### config.mk
export PLATFORM = sky130hd
export DESIGN_NAME = drowsy_line_ctrl
export DESIGN_NICKNAME = d
export VERILOG_FILES = /design/src/rtl/drowsy_pkg.sv /design/src/rtl/drowsy_sweep_ctrl.sv /design/src/rtl/drowsy_state_array.sv /design/src/rtl/drowsy_line_ctrl.sv
export SDC_FILE = /design/constraint.sdc
export NUM_CORES = 1
export LEC_CHECK = 0
export ABC_CLOCK_PERIOD_IN_PS = 2100
export BUFFER_PORTS_ARGS = -buffer_cell sky130_fd_sc_hd__buf_2
export CAP_MARGIN = 20
export CORE_MARGIN = 10
export CORE_UTILIZATION = 50
export CTS_CLUSTER_SIZE = 8
export DETAILED_ROUTE_END_ITERATION = 12
export PLACE_DENSITY = 0.73
export SYNTH_ARGS = -nofsm -noshare
export SYNTH_HDL_FRONTEND = slang
export SYNTH_SLANG_ARGS = --single-unit
### constraint.sdc
create_clock -name clk -period 2.1 [get_ports clk]
set_input_delay 0.105 -clock clk [delete_from_list [all_inputs] [get_ports clk]]
set_output_delay 0.105 -clock clk [all_outputs]
set_load 0.01 [all_outputs]
### src/rtl/drowsy_pkg.sv
package drowsy_pkg;

  // Strobes from the control half to the state array
  typedef struct packed {
    logic sweep;  // put every line to sleep at this edge
    logic wake;   // wake the line named by the index at this edge
  } lineStrobe_t;

endpackage

### src/rtl/drowsy_sweep_ctrl.sv
module drowsy_sweep_ctrl
  import drowsy_pkg::*;
#(
  parameter int NUM_SETS = 8,
  parameter int NUM_WAYS = 2,
  parameter int INTERVAL = 4000
) (
  input  logic                            clk,
  input  logic                            rstN,
  input  logic                            reqValid,
  input  logic [$clog2(NUM_SETS)-1:0]     reqSet,
  input  logic [$clog2(NUM_WAYS)-1:0]     reqWay,
  input  logic [NUM_SETS*NUM_WAYS-1:0]    drowsyVec,
  output lineStrobe_t                     strb,
  output logic [$clog2(NUM_SETS*NUM_WAYS)-1:0] lineIdx,
  output logic                            reqReady,
  output logic                            wakePulse
);

  localparam int LINES   = NUM_SETS * NUM_WAYS;
  localparam int LINE_W  = $clog2(LINES);
  localparam int COUNT_W = (INTERVAL > 1) ? $clog2(INTERVAL) : 1;
  localparam logic [COUNT_W-1:0] LAST = COUNT_W'(INTERVAL - 1);

  logic [COUNT_W-1:0] intervalCount;
  logic               sweepNow;
  logic               hitDrowsy;

  // Shared interval counter, never paused by stalls
  always_ff @(posedge clk or negedge rstN) begin
    if (!rstN) begin
      intervalCount <= '0;
    end else if (intervalCount == LAST) begin
      intervalCount <= '0;
    end else begin
      intervalCount <= intervalCount + 1'b1;
    end
  end

  assign sweepNow = (intervalCount == LAST);

  always_comb begin
    lineIdx   = LINE_W'(reqSet) * LINE_W'(NUM_WAYS) + LINE_W'(reqWay);
    hitDrowsy = reqValid && drowsyVec[lineIdx];
    reqReady  = !hitDrowsy;
    wakePulse = hitDrowsy;
    strb.sweep = sweepNow;
    strb.wake  = hitDrowsy;
  end

  assert_count_range_R2: assert property (@(posedge clk) disable iff (!rstN)
    intervalCount <= LAST);

  assert_sweep_reload_R2: assert property (@(posedge clk) disable iff (!rstN)
    sweepNow |=> (intervalCount == '0));

  assert_stall_needs_req_R5: assert property (@(posedge clk) disable iff (!rstN)
    !reqReady |-> reqValid);

  assert_one_cycle_penalty_R5: assert property (@(posedge clk) disable iff (!rstN)
    ($past(wakePulse) && !$past(sweepNow) && reqValid && (lineIdx == $past(lineIdx)))
      |-> reqReady);

endmodule

### src/rtl/drowsy_state_array.sv
module drowsy_state_array
  import drowsy_pkg::*;
#(
  parameter int LINES = 16
) (
  input  logic                     clk,
  input  logic                     rstN,
  input  lineStrobe_t              strb,
  input  logic [$clog2(LINES)-1:0] wakeIdx,
  output logic [LINES-1:0]         drowsyVec
);

  for (genvar i = 0; i < LINES; i++) begin : g_line
    always_ff @(posedge clk or negedge rstN) begin
      if (!rstN) begin
        drowsyVec[i] <= 1'b0;
      end else if (strb.sweep) begin
        drowsyVec[i] <= 1'b1;
      end else if (strb.wake && (wakeIdx == i[$clog2(LINES)-1:0])) begin
        drowsyVec[i] <= 1'b0;
      end
    end
  end

  assert_sweep_all_R3: assert property (@(posedge clk) disable iff (!rstN)
    strb.sweep |=> (&drowsyVec));

  assert_wake_clears_R6: assert property (@(posedge clk) disable iff (!rstN)
    (strb.wake && !strb.sweep) |=> !drowsyVec[$past(wakeIdx)]);

  assert_sweep_wins_R7: assert property (@(posedge clk) disable iff (!rstN)
    (strb.wake && strb.sweep) |=> drowsyVec[$past(wakeIdx)]);

  assert_set_only_by_sweep_R9: assert property (@(posedge clk) disable iff (!rstN)
    ((drowsyVec & ~$past(drowsyVec)) != '0) |-> $past(strb.sweep));

endmodule

### src/rtl/drowsy_line_ctrl.sv
module drowsy_line_ctrl
  import drowsy_pkg::*;
#(
  parameter int NUM_SETS = 8,
  parameter int NUM_WAYS = 2,
  parameter int INTERVAL = 4000
) (
  input  logic                          clk,
  input  logic                          rstN,
  input  logic                          reqValid,
  input  logic [$clog2(NUM_SETS)-1:0]   reqSet,
  input  logic [$clog2(NUM_WAYS)-1:0]   reqWay,
  output logic                          reqReady,
  output logic [NUM_SETS*NUM_WAYS-1:0]  drowsyVec,
  output logic                          wakePulse
);

  localparam int LINES  = NUM_SETS * NUM_WAYS;
  localparam int LINE_W = $clog2(LINES);

  lineStrobe_t       strb;
  logic [LINE_W-1:0] lineIdx;

  drowsy_sweep_ctrl #(
    .NUM_SETS (NUM_SETS),
    .NUM_WAYS (NUM_WAYS),
    .INTERVAL (INTERVAL)
  ) ctrl_i (
    .clk       (clk),
    .rstN      (rstN),
    .reqValid  (reqValid),
    .reqSet    (reqSet),
    .reqWay    (reqWay),
    .drowsyVec (drowsyVec),
    .strb      (strb),
    .lineIdx   (lineIdx),
    .reqReady  (reqReady),
    .wakePulse (wakePulse)
  );

  drowsy_state_array #(
    .LINES (LINES)
  ) state_i (
    .clk       (clk),
    .rstN      (rstN),
    .strb      (strb),
    .wakeIdx   (lineIdx),
    .drowsyVec (drowsyVec)
  );

endmodule

==> impl_metrics.ini <==
[die]
die_x_um = 72.1
io_pins = 25
fp.dieArea_um2 = 5200
core_area_um2 = 2540
fp-row-count = 18
dieHeight_um = 72.1
initial_utilization = 0.534

[routing]
dr.pass1.iters = 4
via_count = 1092
drt_iter0_markers = 69
drcViolationCount = 0
ant_nets = 0
drt-total-wl_um = 2840
wire_per_inst_um = 15.0
vias_per_cell = 5.78

[global_routing]
grt_use_total = 0.120
grt_max_degree = 29
grt_pass1_vias = 1130
grt_pass1_wl_um = 5210
antenna_found_initial = 0
overflow = 0

[final_layout]
antennaDiodeCount = 0
syn_to_final_growth_pct = 15.3
fillers = 214
final_cell_area_um2 = 1570
fin_nets = 168
drive_above_1_share = 0.245
stdcell_count = 189

[logic_synthesis]
synthDistinctLibCells = 37
syn_nets = 139
synth_xor_area_frac = 0.0258
synth_edf_count = 0
synth_compound_area_frac = 0.134
syn_avg_cell_area_um2 = 10.4
synth_fa_ha_area_frac = 0.00921
synthMuxAreaShare = 0.0866
synth.ff_latch_count = 28
synthCells = 131
ys_warn_count = 0
synthSimpleGateAreaFrac = 0.189
seq_area_frac_synth = 0.516
synth_top_family_by_area = simple AND/OR/NAND/NOR gates
synthArstFlopShare = 1.00
synth_area_um2 = 1360
synth_ff_type = dfrtp_1

[sta]
skew_ns = 0.00383
rsz0062_at_grt = no
slew_viol_final = 0
final_hold_viol_count = 0
worstMarginPinSlew_ns = 0.597
period_needed_ns = 1.92
setup_viol = 0
period_share = 0.915
setup_tns_ns = 0
relSlewSlack = 0.602
fmax_ghz = 0.520

[outcome]
status = complete, no violations

[worst_setup_path]
critPathLaunchType = flip-flop
worstPathArrival_ns = 1.82
slowest_stage = mux4_2
ff2ff_setup_slack_ns = 0.50
reg2reg_depth = 4
r2r_end = state_i.drowsyVec[8]$_DFFE_PN0P_
worstPathRequired_ns = 2.00
rr_startpoint = ctrl_i.intervalCount[5]$_DFF_PN0_
crit_fanout = 3
crit_path_end_kind = output pin
criticalPathCategory = flip-flop to output pin
cpPeakStageDelay_ns = 0.48
crit_chain = mux4_2, a22oi_1, o221ai_1, buf_2

[clocking]
clkSinkCount = 28
post_cts_buffers = 0
cts_tree = yes
cts_root_buf = clkbuf_4
cts-buffers-inserted = 3
clk_pin_slew_ns = 0.15
clockBufferDepth = 2
clkLatencyLatePin_ns = 0.33
cts_htree_levels = 1

[placed_design]
dp_cells = 184
hpwl_um = 2110
io_buffer_count = 24
placed_area_um2 = 1500
gp_congestion = 0.885

[min_path]
hold_depth = 4
hold_class = primary input to flip-flop
hold_start = reqValid
hold_end = state_i.drowsyVec[1]$_DFFE_PN0P_

[job]
drv_cap = 0

[power]
peakVddDrop_mv = 0.537
leakagePower_nw = 0.778
powerDensity_nw_per_um2 = 771
repair_timing:
item                      in CTS  in global routing
hold buffers                   1                  0
hold endpoints to repair      28                  0
gates resized for setup        0                  0
per-layer routing:
layer,global-route usage,up-vias,routed length (um)
li1,-,527,-
met1,0.153,542,1290
met2,0.193,21,1340
met3,0.0313,2,200
met4,0.0323,0,13
met5,0,-,0
worst max-delay path, delay by kind of cell (launching register included):
kind                   cells  cell delay, ns
muxes                      1            0.48
AOI/OAI and AO/OA          2            0.42
buffers and inverters      1            0.17
DFF                        1            0.42
where the power goes:
| group | switching [W] | total (W) | internal, W |
|---|---|---|---|
| Combinational | 0.000121 | 0.000222 | 0.000101 |
| Sequential | 0.0000378 | 0.000631 | 0.000594 |
| Clock | 0.000162 | 0.000355 | 0.000193 |
| Total | 0.000321 | 0.00121 | 0.000888 |
cell type report:
cell class                 count  area [um2]  area share
timing repair buffer          28         153      0.0974
multi-input combinational     94         604       0.386
clock inverter                 1        30.0      0.0192
sequential                    28         701       0.447
clock buffer                   3        22.5      0.0144
tap                           30        37.5      0.0240
inverter                       5        18.8      0.0120
worst max path at each step:
stage	from	end	slack, ns
floorplan	ctrl_i.intervalCount[0]$_DFF_PN0_	ctrl_i.intervalCount[1]$_DFF_PN0_	0.49
global placement	ctrl_i.intervalCount[5]$_DFF_PN0_	state_i.drowsyVec[10]$_DFFE_PN0P_	0.55
detailed placement	ctrl_i.intervalCount[5]$_DFF_PN0_	ctrl_i.intervalCount[11]$_DFF_PN0_	0.52
CTS	state_i.drowsyVec[11]$_DFFE_PN0P_	reqReady	0.18
global route	state_i.drowsyVec[11]$_DFFE_PN0P_	reqReady	0.09
finish	state_i.drowsyVec[11]$_DFFE_PN0P_	wakePulse	0.18
cell families (layout without fill, tap and decap cells):
kind of cell / count (synthesis) / in the layout
mux: 9 / 9
buf+inv: 9 / 37
xor+xnor: 4 / 4
compound gates: 31 / 31
simple gates: 49 / 49
flops: 28 / 28
fa+ha+maj: 1 / 1
cells in the final DEF, fill, tap and decap left out, types with 3 or more instances in the layout:
| cell | count |
|---|---|
| nor2_1 | 3 |
| o21ai_0 | 19 |
| nand2_1 | 19 |
| nand3_1 | 6 |
| a21oi_1 | 4 |
| buf_2 | 24 |
| mux2i_1 | 5 |
| buf_4 | 3 |
| or3_1 | 4 |
| nand4_1 | 3 |
| clkbuf_4 | 3 |
| dfrtp_1 | 28 |
| inv_1 | 5 |
metrics by stage:
| stage | worst slack [ns] | total power, W | utilization | hold slack (ns) |
|---|---|---|---|---|
| floorplan | 0.494 | 0.000761 | - | -0.191 |
| global placement | 0.549 | 0.000862 | 0.591 | 0.143 |
| detailed placement | 0.519 | 0.000866 | 0.591 | 0.155 |
| CTS | 0.179 | 0.00122 | 0.616 | 0.225 |
| global route | 0.0884 | 0.00128 | 0.616 | 0.275 |
| finish | 0.178 | 0.00121 | 0.616 | 0.235 |
cells in the mapped netlist, types with 2 or more instances:
cell / n / area [um2]
a21oi_1: 4 / 20.0
dfrtp_1: 28 / 701
inv_1: 5 / 18.8
mux2_2: 2 / 22.5
mux2i_1: 5 / 50.1
mux4_2: 2 / 45.0
nand2_1: 19 / 71.3
nand2b_1: 2 / 12.5
nand3_1: 6 / 30.0
nand3b_1: 2 / 15.0
nand4_1: 3 / 18.8
nor2_1: 3 / 11.3
nor3_1: 2 / 10.0
o21ai_0: 19 / 95.1
o31ai_1: 2 / 15.0
or3_1: 4 / 25.0
xnor2_1: 2 / 17.5
xor2_1: 2 / 17.5
state kept, by name, indices dropped and copies added, names as in the netlist:
name and cells:
state_i.drowsyVec 16, ctrl_i.intervalCount 12
Power figures use the tool's default switching activity.
